File: src/rtl/agu_pkg.sv
package agu_pkg;
   typedef enum logic [2:0] {
      AM_ABS   = 3'd0,
      AM_PAGE  = 3'd1,
      AM_STACK = 3'd2,
      AM_IO    = 3'd3,
      AM_PTR   = 3'd4,
      AM_COEF  = 3'd5
   } agu_mode_e;

   function automatic logic is_ptr_mode(input logic [2:0] m);
      return (m == AM_PTR) || (m == AM_COEF);
   endfunction
endpackage

File: src/rtl/agu_direct.sv
module agu_direct
   import agu_pkg::*;
#(
   parameter int PAGE_W   = 7,
   parameter int OFS_W    = 16,
   parameter int IO_LOW_W = 6,
   localparam int DADDR_W = PAGE_W + OFS_W
) (
   input  logic [2:0]         mode,
   input  logic [OFS_W-1:0]   offset,
   input  logic [DADDR_W-1:0] abs_addr,
   input  logic [PAGE_W-1:0]  dp_page,
   input  logic [OFS_W-1:0]   dp,
   input  logic [PAGE_W-1:0]  sp_page,
   input  logic [OFS_W-1:0]   sp,
   input  logic [OFS_W-1:0]   io_base,
   output logic [DADDR_W-1:0] dir_addr,
   output logic [OFS_W-1:0]   io_addr,
   output logic               io_sel
);
   logic [OFS_W-1:0] dp_sum;
   logic [OFS_W-1:0] sp_sum;

   // 16-bit sums: carry dropped, page field concatenated above
   assign dp_sum = dp + offset;
   assign sp_sum = sp + offset;

   assign io_addr = {io_base[OFS_W-1:IO_LOW_W], offset[IO_LOW_W-1:0]};
   assign io_sel  = (mode == AM_IO);

   always_comb begin
      unique case (mode)
         AM_ABS:   dir_addr = abs_addr;
         AM_PAGE:  dir_addr = {dp_page, dp_sum};
         AM_STACK: dir_addr = {sp_page, sp_sum};
         default:  dir_addr = '0;
      endcase
   end
endmodule

File: src/rtl/agu_ptr_step.sv
module agu_ptr_step #(
   parameter int OFS_W        = 16,
   parameter bit CIRC_SUPPORT = 1'b1
) (
   input  logic [OFS_W-1:0] ptr,
   input  logic [OFS_W-1:0] start,
   input  logic [OFS_W-1:0] size,
   input  logic             circ_en,
   output logic [OFS_W-1:0] nxt
);
   logic [OFS_W-1:0] lin;
   assign lin = ptr + OFS_W'(1);

   generate
      if (CIRC_SUPPORT) begin : g_circ
         logic [OFS_W-1:0] last;
         logic             wrap;
         assign last = start + size - OFS_W'(1);
         assign wrap = circ_en && (size != '0) && (ptr == last);
         assign nxt  = wrap ? start : lin;
      end else begin : g_lin
         logic unused_ok;
         assign unused_ok = ^{start, size, circ_en};
         assign nxt = lin;
      end
   endgenerate
endmodule

File: src/rtl/agu_wb_reg.sv
module agu_wb_reg #(
   parameter int SEL_W = 4,
   parameter int OFS_W = 16
) (
   input  logic             clk,
   input  logic             rst_n,
   input  logic             upd_en,
   input  logic [SEL_W-1:0] upd_sel,
   input  logic [OFS_W-1:0] upd_val,
   output logic             wb_en,
   output logic [SEL_W-1:0] wb_sel,
   output logic [OFS_W-1:0] wb_val
);
   always_ff @(posedge clk or negedge rst_n) begin
      if (!rst_n) begin
         wb_en  <= 1'b0;
         wb_sel <= '0;
         wb_val <= '0;
      end else begin
         wb_en <= upd_en;
         if (upd_en) begin
            wb_sel <= upd_sel;
            wb_val <= upd_val;
         end
      end
   end
endmodule

File: src/rtl/dsp_agu.sv
module dsp_agu
   import agu_pkg::*;
#(
   parameter int PAGE_W       = 7,
   parameter int OFS_W        = 16,
   parameter int IO_LOW_W     = 6,
   parameter int NUM_PTR      = 8,
   parameter int GROUP_SZ     = 4,
   parameter bit CIRC_SUPPORT = 1'b1,
   localparam int DADDR_W   = PAGE_W + OFS_W,
   localparam int NGRP      = NUM_PTR / GROUP_SZ,
   localparam int SEL_W     = $clog2(NUM_PTR),
   localparam int GRP_SHIFT = $clog2(GROUP_SZ),
   localparam int WB_SEL_W  = SEL_W + 1
) (
   input  logic                      clk,
   input  logic                      rst_n,
   input  logic [2:0]                mode_i,
   input  logic [OFS_W-1:0]          offset_i,
   input  logic [DADDR_W-1:0]        abs_addr_i,
   input  logic [PAGE_W-1:0]         dp_page_i,
   input  logic [OFS_W-1:0]          dp_i,
   input  logic [PAGE_W-1:0]         sp_page_i,
   input  logic [OFS_W-1:0]          sp_i,
   input  logic [OFS_W-1:0]          io_base_i,
   input  logic [PAGE_W-1:0]         ar_page_i,
   input  logic [NUM_PTR*OFS_W-1:0]  ar_i,
   input  logic [SEL_W-1:0]          ptr_sel_i,
   input  logic [PAGE_W-1:0]         coef_page_i,
   input  logic [OFS_W-1:0]          coef_ptr_i,
   input  logic                      post_inc_i,
   input  logic                      circ_en_i,
   input  logic [NGRP*OFS_W-1:0]     buf_start_i,
   input  logic [NGRP*OFS_W-1:0]     buf_size_i,
   input  logic [OFS_W-1:0]          coef_start_i,
   input  logic [OFS_W-1:0]          coef_size_i,
   output logic [DADDR_W-1:0]        addr_o,
   output logic [OFS_W-1:0]          io_addr_o,
   output logic                      io_sel_o,
   output logic                      wb_en_o,
   output logic [WB_SEL_W-1:0]       wb_sel_o,
   output logic [OFS_W-1:0]          wb_val_o
);
   // elaboration-time parameter checks
   if (NUM_PTR < 2 || (1 << SEL_W) != NUM_PTR) begin : g_bad_nptr
      $error("NUM_PTR must be a power of two of at least 2");
   end
   if (GROUP_SZ < 1 || (1 << GRP_SHIFT) != GROUP_SZ || GROUP_SZ > NUM_PTR) begin : g_bad_grp
      $error("GROUP_SZ must be a power of two not above NUM_PTR");
   end
   if (IO_LOW_W < 1 || IO_LOW_W >= OFS_W) begin : g_bad_io
      $error("IO_LOW_W must lie in 1..OFS_W-1");
   end

   // per-pointer unpacking
   logic [OFS_W-1:0] ar_arr [NUM_PTR];
   logic [OFS_W-1:0] bs_arr [NGRP];
   logic [OFS_W-1:0] bz_arr [NGRP];

   genvar gi;
   generate
      for (gi = 0; gi < NUM_PTR; gi++) begin : g_ar
         assign ar_arr[gi] = ar_i[gi*OFS_W +: OFS_W];
      end
      for (gi = 0; gi < NGRP; gi++) begin : g_buf
         assign bs_arr[gi] = buf_start_i[gi*OFS_W +: OFS_W];
         assign bz_arr[gi] = buf_size_i[gi*OFS_W +: OFS_W];
      end
   endgenerate

   // direct modes
   logic [DADDR_W-1:0] dir_addr;
   agu_direct #(
      .PAGE_W(PAGE_W), .OFS_W(OFS_W), .IO_LOW_W(IO_LOW_W)
   ) u_direct (
      .mode(mode_i), .offset(offset_i), .abs_addr(abs_addr_i),
      .dp_page(dp_page_i), .dp(dp_i), .sp_page(sp_page_i), .sp(sp_i),
      .io_base(io_base_i), .dir_addr(dir_addr), .io_addr(io_addr_o),
      .io_sel(io_sel_o)
   );

   // pointer selection and buffer group lookup
   logic                   is_coef;
   logic [OFS_W-1:0]       cur_ptr;
   logic [OFS_W-1:0]       cur_start;
   logic [OFS_W-1:0]       cur_size;
   logic [PAGE_W-1:0]      cur_page;
   logic [SEL_W-1:0]       grp_idx;
   logic [OFS_W-1:0]       nxt_ptr;

   assign is_coef = (mode_i == AM_COEF);
   assign grp_idx = ptr_sel_i >> GRP_SHIFT;

   always_comb begin
      if (is_coef) begin
         cur_ptr   = coef_ptr_i;
         cur_start = coef_start_i;
         cur_size  = coef_size_i;
         cur_page  = coef_page_i;
      end else begin
         cur_ptr   = ar_arr[ptr_sel_i];
         cur_start = bs_arr[grp_idx];
         cur_size  = bz_arr[grp_idx];
         cur_page  = ar_page_i;
      end
   end

   agu_ptr_step #(
      .OFS_W(OFS_W), .CIRC_SUPPORT(CIRC_SUPPORT)
   ) u_step (
      .ptr(cur_ptr), .start(cur_start), .size(cur_size),
      .circ_en(circ_en_i), .nxt(nxt_ptr)
   );

   // output address
   always_comb begin
      if (is_ptr_mode(mode_i))  addr_o = {cur_page, cur_ptr};
      else                      addr_o = dir_addr;
   end

   // registered write-back
   logic                upd_en;
   logic [WB_SEL_W-1:0] upd_sel;
   assign upd_en  = is_ptr_mode(mode_i) && post_inc_i;
   assign upd_sel = is_coef ? WB_SEL_W'(NUM_PTR) : WB_SEL_W'(ptr_sel_i);

   agu_wb_reg #(
      .SEL_W(WB_SEL_W), .OFS_W(OFS_W)
   ) u_wb (
      .clk(clk), .rst_n(rst_n), .upd_en(upd_en), .upd_sel(upd_sel),
      .upd_val(nxt_ptr), .wb_en(wb_en_o), .wb_sel(wb_sel_o),
      .wb_val(wb_val_o)
   );
endmodule

File: config.mk
export PLATFORM = sky130hd
export DESIGN_NAME = dsp_agu
export DESIGN_NICKNAME = d
export VERILOG_FILES = /design/src/rtl/agu_pkg.sv /design/src/rtl/agu_direct.sv /design/src/rtl/agu_ptr_step.sv /design/src/rtl/agu_wb_reg.sv /design/src/rtl/dsp_agu.sv
export SDC_FILE = /design/constraint.sdc
export NUM_CORES = 1
export LEC_CHECK = 0
export CELL_PAD_IN_SITES_DETAIL_PLACEMENT = 1
export CELL_PAD_IN_SITES_GLOBAL_PLACEMENT = 2
export CORE_AREA = 2 2 166 168
export CTS_BUF_LIST = sky130_fd_sc_hd__clkbuf_8 sky130_fd_sc_hd__clkbuf_16
export CTS_CLUSTER_SIZE = 24
export DETAILED_ROUTE_END_ITERATION = 16
export DIE_AREA = 0 0 168 170
export DONT_BUFFER_PORTS = 1
export PLACE_DENSITY_LB_ADDON = 0.1
export SYNTH_ARGS = -nofsm -noshare
export SYNTH_HDL_FRONTEND = slang
export SYNTH_SLANG_ARGS = --single-unit
export TNS_END_PERCENT = 100
File: constraint.sdc
create_clock -name clk -period 6.9 [get_ports clk]
set_input_delay 0.345 -clock clk [delete_from_list [all_inputs] [get_ports clk]]
set_output_delay 0.345 -clock clk [all_outputs]
set_load 0.005 [all_outputs]
==> results.ini, run 1 <==
[clock_tree]
cts_buffers=3
cts_setup_buffers=0
cts_tree=yes
clk_latency_ns=0.25
clk_pin_slew_worst_paths_ns=0.06
clock-sinks=21
htreeDepth=1
clockBufferDepth=2
clock-root-buffer=clkbuf_16

[drt]
drt-initial-drc-count=201
vias=5732
drtAntennaViolNets=0
routed_wl_mm=29.0
met1_length_mm=11.8
firstDrtPassIters=4
routed-wl-met2_mm=14.5
wl_met3_mm=2.33
vias_per_cell=5.46
drcViolationCount=0
highest_layer=met4
avgRoutedWirePerCell_microns=27.6

[logic_synthesis]
ys_seq_elements=21
synthTopCellsByArea=mux2i_1 (12%), mux4_2 (11%), ha_1 (9.2%)
synth-async-reset-ratio_pct=100
yosysTopAreaCell=mux2i_1
netlist.area_leader.share_pct=11.6
synth_edf_count=0
netlist_area_sq_um=6110
ys.flop_type=dfrtp_1
post_synth_num_cell_types=60
netlist_instances=752
yosysWarnings=0
post_synth.cell_area_avg_sq_um=8.12
synth_nets=1164
ys_seq_area_share_pct=8.60

[floorplan]
start_util_pct=22.9
die_y_microns=170
core_sq_um=26700
die-area_sq_um=28600
rows=60
pin_count=426
die_x_microns=168

[timing]
relSlewSlack_pct=33.5
final-hold-violation-count=0
worst_pin_slew_ns=0.994
rsz0062_at_grt=no
fmax_mhz=183
setup_viol=0
min_period_ns=5.45
fin_tns_setup_ns=0
fin_skew_ns=0
maxSlewViolCount=0
finalCritPeriodShare_pct=79.0

[placed_design]
io_buffers=0
dpl.hpwl_mm=24.8
dp.cells=1043
routabilityCongestion=0.782

[final_layout]
layout-area-overhead-vs-synth_pct=4.12
final_common_cell=nor2_1
drive_above_1_share_pct=11.3
final_cells=1050
final_cell_mix=nor2_1 (80), mux2i_1 (71), a21oi_1 (61)
utilization_pct=23.9
nets=1120

[grt]
antenna_found_initial=4
grt_pass1_wl_mm=41.0
track_usage_pct=19.2
grt-ovfl-total=0
grt_pass1_vias=6189
grt_max_degree=58

[pwr]
p_per_area_nw_per_um2=155
vdd_ir_drop_max_v=0.0000891
leakagePower_nw=2.61

[worst_setup_path]
arrival_ns=5.59
cp-end-kind=register
critPathKind=input pin to register
cp_max_fo=36
cp-start-kind=input pin
critPathRequiredTime_ns=7.04

[worst_hold_path]
hold_class=input pin to register

[flow_run]
max_cap_viol_count=0

[run_status]
status=complete, no violations

-- sequential cells by signal, summed over array words and instances, names as in the netlist --
register     flops
u_wb.wb_en       1
u_wb.wb_val     16
u_wb.wb_sel      4
-- synth_stat cells (all sizes together) (3+ instances only) --
master  count
nand4       9
nor2       80
nor2b       6
mux4       29
nor3       24
xnor2      37
a221o       8
a22o        5
o22ai      14
o31ai       3
a31oi       6
a21oi      61
nand2      41
ha         45
nand3       8
a21o       10
a22oi      11
inv        44
buf        42
nand2b      3
nand3b      6
o21ai      24
and2        8
clkbuf     19
or4         3
o21a        3
xor2       15
mux2       25
a211o       6
o21bai      5
mux2i      74
o211ai      5
a211oi      4
nor3b      10
dfrtp      21
nor4       17
-- what timing repair did --
action / CTS / global route
gates resized for setup: 0 / 0
hold buffers: 1 / 0
hold endpoints to repair: 21 / 0
-- critical path, stage by stage --
cell and delay, ns:
and3b_2 0.67, buf_4 0.49, nor2_1 0.10, a21oi_1 0.41, ha_1 0.22, inv_1 0.06
fa_1 0.40, a211oi_1 0.47, o21ai_0 0.21, a41oi_1 0.42, o21ai_0 0.21, xnor3_1 0.33
nand3_1 0.11, nor4_4 0.28, buf_4 0.36, nor3_1 0.11, a211o_1 0.31
-- area by class of cell --
class                   count  area (sq um)
diodes                      2          5.00
multi-input cells         626          5070
inverters                  44           165
fillers                  3199         20300
flip-flops and latches     21           526
clock buffers               3          75.1
repair buffers             12          92.6
well taps                 341           427
clock inverters             1          3.75
-- kinds of logic after synthesis --
family,count (synthesis),share of synthesized area [%]
flops,21,8.60
buf+inv,105,8.60
fa+ha+maj,47,9.87
mux,128,27.9
compound gates,177,18.7
simple gates,220,18.1
xor+xnor,54,8.19
-- power breakdown --
group          switching [mW]  internal, mW  total, mW  leakage (nW)
Clock                  0.0460        0.0773      0.123        0.0423
Sequential             0.0256         0.147      0.173         0.264
Combinational           0.378         0.310      0.687          2.30
Total                   0.449         0.534      0.983          2.61
-- per-layer routing --
layer  GRT usage [%]  up-vias
met5               0        -
li1                -     2694
met4            2.27        0
met2            35.7      254
met1            23.0     2766
met3            4.49       18
-- worst paths after layout --
kind	slack, ns	cells past startpoint	from	endpoint
min	0.21	2	mode_i[0]	u_wb.wb_sel[3]$_DFFE_PN0P_
max	1.45	17	mode_i[1]	u_wb.wb_val[5]$_DFFE_PN0P_
min reg2reg	0.50	2	u_wb.wb_sel[2]$_DFFE_PN0P_	u_wb.wb_sel[2]$_DFFE_PN0P_
min in group asynchronous	0.70	1	rst_n	u_wb.wb_en$_DFF_PN0_
max reg2reg	6.03	1	u_wb.wb_val[2]$_DFFE_PN0P_	u_wb.wb_val[2]$_DFFE_PN0P_
max in group asynchronous	5.59	1	rst_n	u_wb.wb_val[13]$_DFFE_PN0P_
-- per-stage QoR --
stage               total power, mW  cell area, sq um  worst slack [ns]  hold slack [ns]
floorplan                     0.710              6110              1.37           0.0494
CTS                            1.00              6350              1.35            0.208
global route                   1.08              6350             0.925            0.211
finish                        0.983              6360              1.45            0.215
global placement              0.859              6270              1.25           0.0502
detailed placement            0.871              6270              1.08           0.0498
Power figures use the tool's default switching activity.
==> run 2, diff against run 1 <==
--- a/config.mk
+++ b/config.mk
@@ -7,11 +7,11 @@
 export LEC_CHECK = 0
 export CELL_PAD_IN_SITES_DETAIL_PLACEMENT = 1
 export CELL_PAD_IN_SITES_GLOBAL_PLACEMENT = 2
-export CORE_AREA = 2 2 166 168
+export CORE_AREA = 2 2 164 166
 export CTS_BUF_LIST = sky130_fd_sc_hd__clkbuf_8 sky130_fd_sc_hd__clkbuf_16
 export CTS_CLUSTER_SIZE = 24
 export DETAILED_ROUTE_END_ITERATION = 16
-export DIE_AREA = 0 0 168 170
+export DIE_AREA = 0 0 166 168
 export DONT_BUFFER_PORTS = 1
 export PLACE_DENSITY_LB_ADDON = 0.1
 export SYNTH_ARGS = -nofsm -noshare
==> constraint.sdc (replaced) <==
create_clock -name clk -period 5.3 [get_ports clk]
set_input_delay 0.265 -clock clk [delete_from_list [all_inputs] [get_ports clk]]
set_output_delay 0.265 -clock clk [all_outputs]
set_load 0.005 [all_outputs]
==> results.ini, run 2 (synthesis results as in run 1) <==
[final_layout]
regMostFlops=u_wb.wb_val  ; unchanged
largestRegisters=u_wb.wb_val (16), u_wb.wb_sel (4), u_wb.wb_en (1)  ; unchanged
nets=1123  ; was 1,120
largest_reg_flops=16  ; unchanged
layout-area-overhead-vs-synth_pct=5.00  ; was 4.12%
drive_above_1_share_pct=11.8  ; was 11.3%
final_common_cell=nor2_1  ; unchanged
final_cell_mix=nor2_1 (80), mux2i_1 (71), a21oi_1 (61)  ; unchanged

[grt]
met3_usage_pct=5.22  ; was 4.49%
grtUsageMet2_pct=34.2  ; was 35.7%
track_usage_pct=19.1  ; was 19.2%
grtUsageMet1_pct=22.7  ; was 23.0%
antenna_found_initial=5  ; was 4
grt_max_degree=58  ; unchanged
grt-ovfl-total=0  ; unchanged
grt_busiest_layer=met2  ; unchanged
grt_pass1_wl_mm=40.8  ; was 41.0 mm
grt_pass1_vias=6210  ; was 6,189

[clock_tree]
htreeDepth=1  ; unchanged
clock-sinks=21  ; unchanged
clock-root-buffer=clkbuf_16  ; unchanged
cts_setup_buffers=0  ; unchanged
clk_latency_ns=0.25  ; about the same
clockBufferDepth=2  ; unchanged
clk_pin_slew_worst_paths_ns=0.06  ; about the same
cts_tree=yes  ; unchanged
cts_hold_buf=1  ; unchanged
cts_buffers=3  ; unchanged
cts-resized-gates=0  ; unchanged

[timing]
fin_skew_ns=0  ; unchanged
min_period_ns=4.43
maxSlewViolCount=0  ; unchanged
worst_pin_slew_ns=1.01  ; was 0.994 ns
final-hold-violation-count=0  ; unchanged
rsz0062_at_grt=no  ; unchanged
fin_tns_setup_ns=0  ; unchanged
holdWs_ns=0.126  ; was 0.215 ns
fmax_mhz=226
finalCritPeriodShare_pct=83.6
setup_viol=0  ; unchanged
relSlewSlack_pct=32.3  ; was 33.5%

[worst_setup_path]
r2r_slack_ns=4.41  ; was 6.03 ns
critPathKind=input pin to register  ; unchanged
critPathRequiredTime_ns=5.44  ; was 7.04 ns
cp-start-kind=input pin  ; unchanged
arrival_ns=4.57  ; was 5.59 ns
cp_max_fo=54  ; was 36
cp-end-kind=register  ; unchanged

[pwr]
power.total_mw=1.28  ; was 983 uW
p_per_area_nw_per_um2=200  ; was 155 nW/um^2
vdd_ir_drop_max_v=0.0000968  ; was 0.0000891 V
leakagePower_nw=2.62  ; was 2.61 nW

[placed_design]
routabilityCongestion=0.788  ; was 0.782
io_buffers=0  ; unchanged
dpl.hpwl_mm=24.3  ; was 24.8 mm

[drt]
vias=5718  ; was 5,732
drt-initial-drc-count=213  ; was 201
drcViolationCount=0  ; unchanged
vias_per_cell=5.42  ; was 5.46
routed_wl_mm=28.2  ; was 29.0 mm
avgRoutedWirePerCell_microns=26.7  ; was 27.6 microns
drtAntennaViolNets=0  ; unchanged
firstDrtPassIters=4  ; unchanged

[run_status]
status=complete, no violations  ; unchanged

[floorplan]
rows=60  ; unchanged
die_x_microns=166  ; was 168 microns
die_y_microns=168  ; was 170 microns
start_util_pct=23.2  ; was 22.9%
die-area_sq_um=27900  ; was 28,600 sq um
pin_count=426  ; unchanged
core_sq_um=26400  ; was 26,700 sq um

[flow_run]
max_cap_viol_count=0  ; unchanged

[worst_hold_path]
hold_class=input pin to register  ; unchanged

## run 2: layout make-up
| type | instances | area [sq um] |
|---|---|---|
| Inverter | 44 | 165 |
| Clock buffer | 3 | 75.1 |
| Sequential cell | 21 | 526 |
| Clock inverter | 1 | 5.00 |
| Fill cell | 3149 | 19900 |
| Timing Repair Buffer | 15 | 140 |
| Tap cell | 341 | 427 |
| Multi-Input combinational cell | 626 | 5070 |
| Antenna cell | 4 | 10.0 |
## run 2: through the flow
step                setup slack [ns]  instances  utilization [%]  area (sq um)
global placement               0.582       1046             24.0          6310
global route                   0.611       1054             24.3          6410
CTS                            0.809       1051             24.3          6400
floorplan                    0.00329        752                -          6110
finish                         0.869       1055             24.3          6410
detailed placement             0.550       1046             24.0          6310
## run 2: final timing paths
| path | start | to | cells after the start |
|---|---|---|---|
| worst max-delay path | mode_i[1] | u_wb.wb_val[11]$_DFFE_PN0P_ | 17 |
| worst min-delay path | mode_i[0] | u_wb.wb_sel[3]$_DFFE_PN0P_ | 2 |
| worst max register to register | u_wb.wb_val[2]$_DFFE_PN0P_ | u_wb.wb_val[2]$_DFFE_PN0P_ | 1 |
| worst min register to register | u_wb.wb_sel[2]$_DFFE_PN0P_ | u_wb.wb_sel[2]$_DFFE_PN0P_ | 2 |
| max in group asynchronous | rst_n | u_wb.wb_val[8]$_DFFE_PN0P_ | 1 |
| min in group asynchronous | rst_n | u_wb.wb_sel[3]$_DFFE_PN0P_ | 1 |
## run 2: metal layers
layer | vias up | wire length, microns
met5 | - | 16
met1 | 2746 | 11300
li1 | 2698 | -
met2 | 247 | 14200
met3 | 25 | 2230
met4 | 2 | 511
## run 2: critical path: stages
cell      delay (ns)
and3b_2         0.34
buf_12          0.25
nor2_1          0.07
a21oi_1         0.17
ha_1            0.18
inv_1           0.05
ha_1            0.24
fa_1            0.47
a211oi_1        0.31
o21ai_0         0.19
a41oi_1         0.40
xnor2_1         0.13
or4_4           0.56
nor4_4          0.31
buf_12          0.23
nor3_1          0.08
a211o_1         0.30
## run 2: report_power, final
group	internal [mW]	leakage, nW	switching (mW)
clock network	0.101	0.0409	0.0623
logic	0.406	2.32	0.487
registers	0.191	0.264	0.0331
total	0.699	2.62	0.583
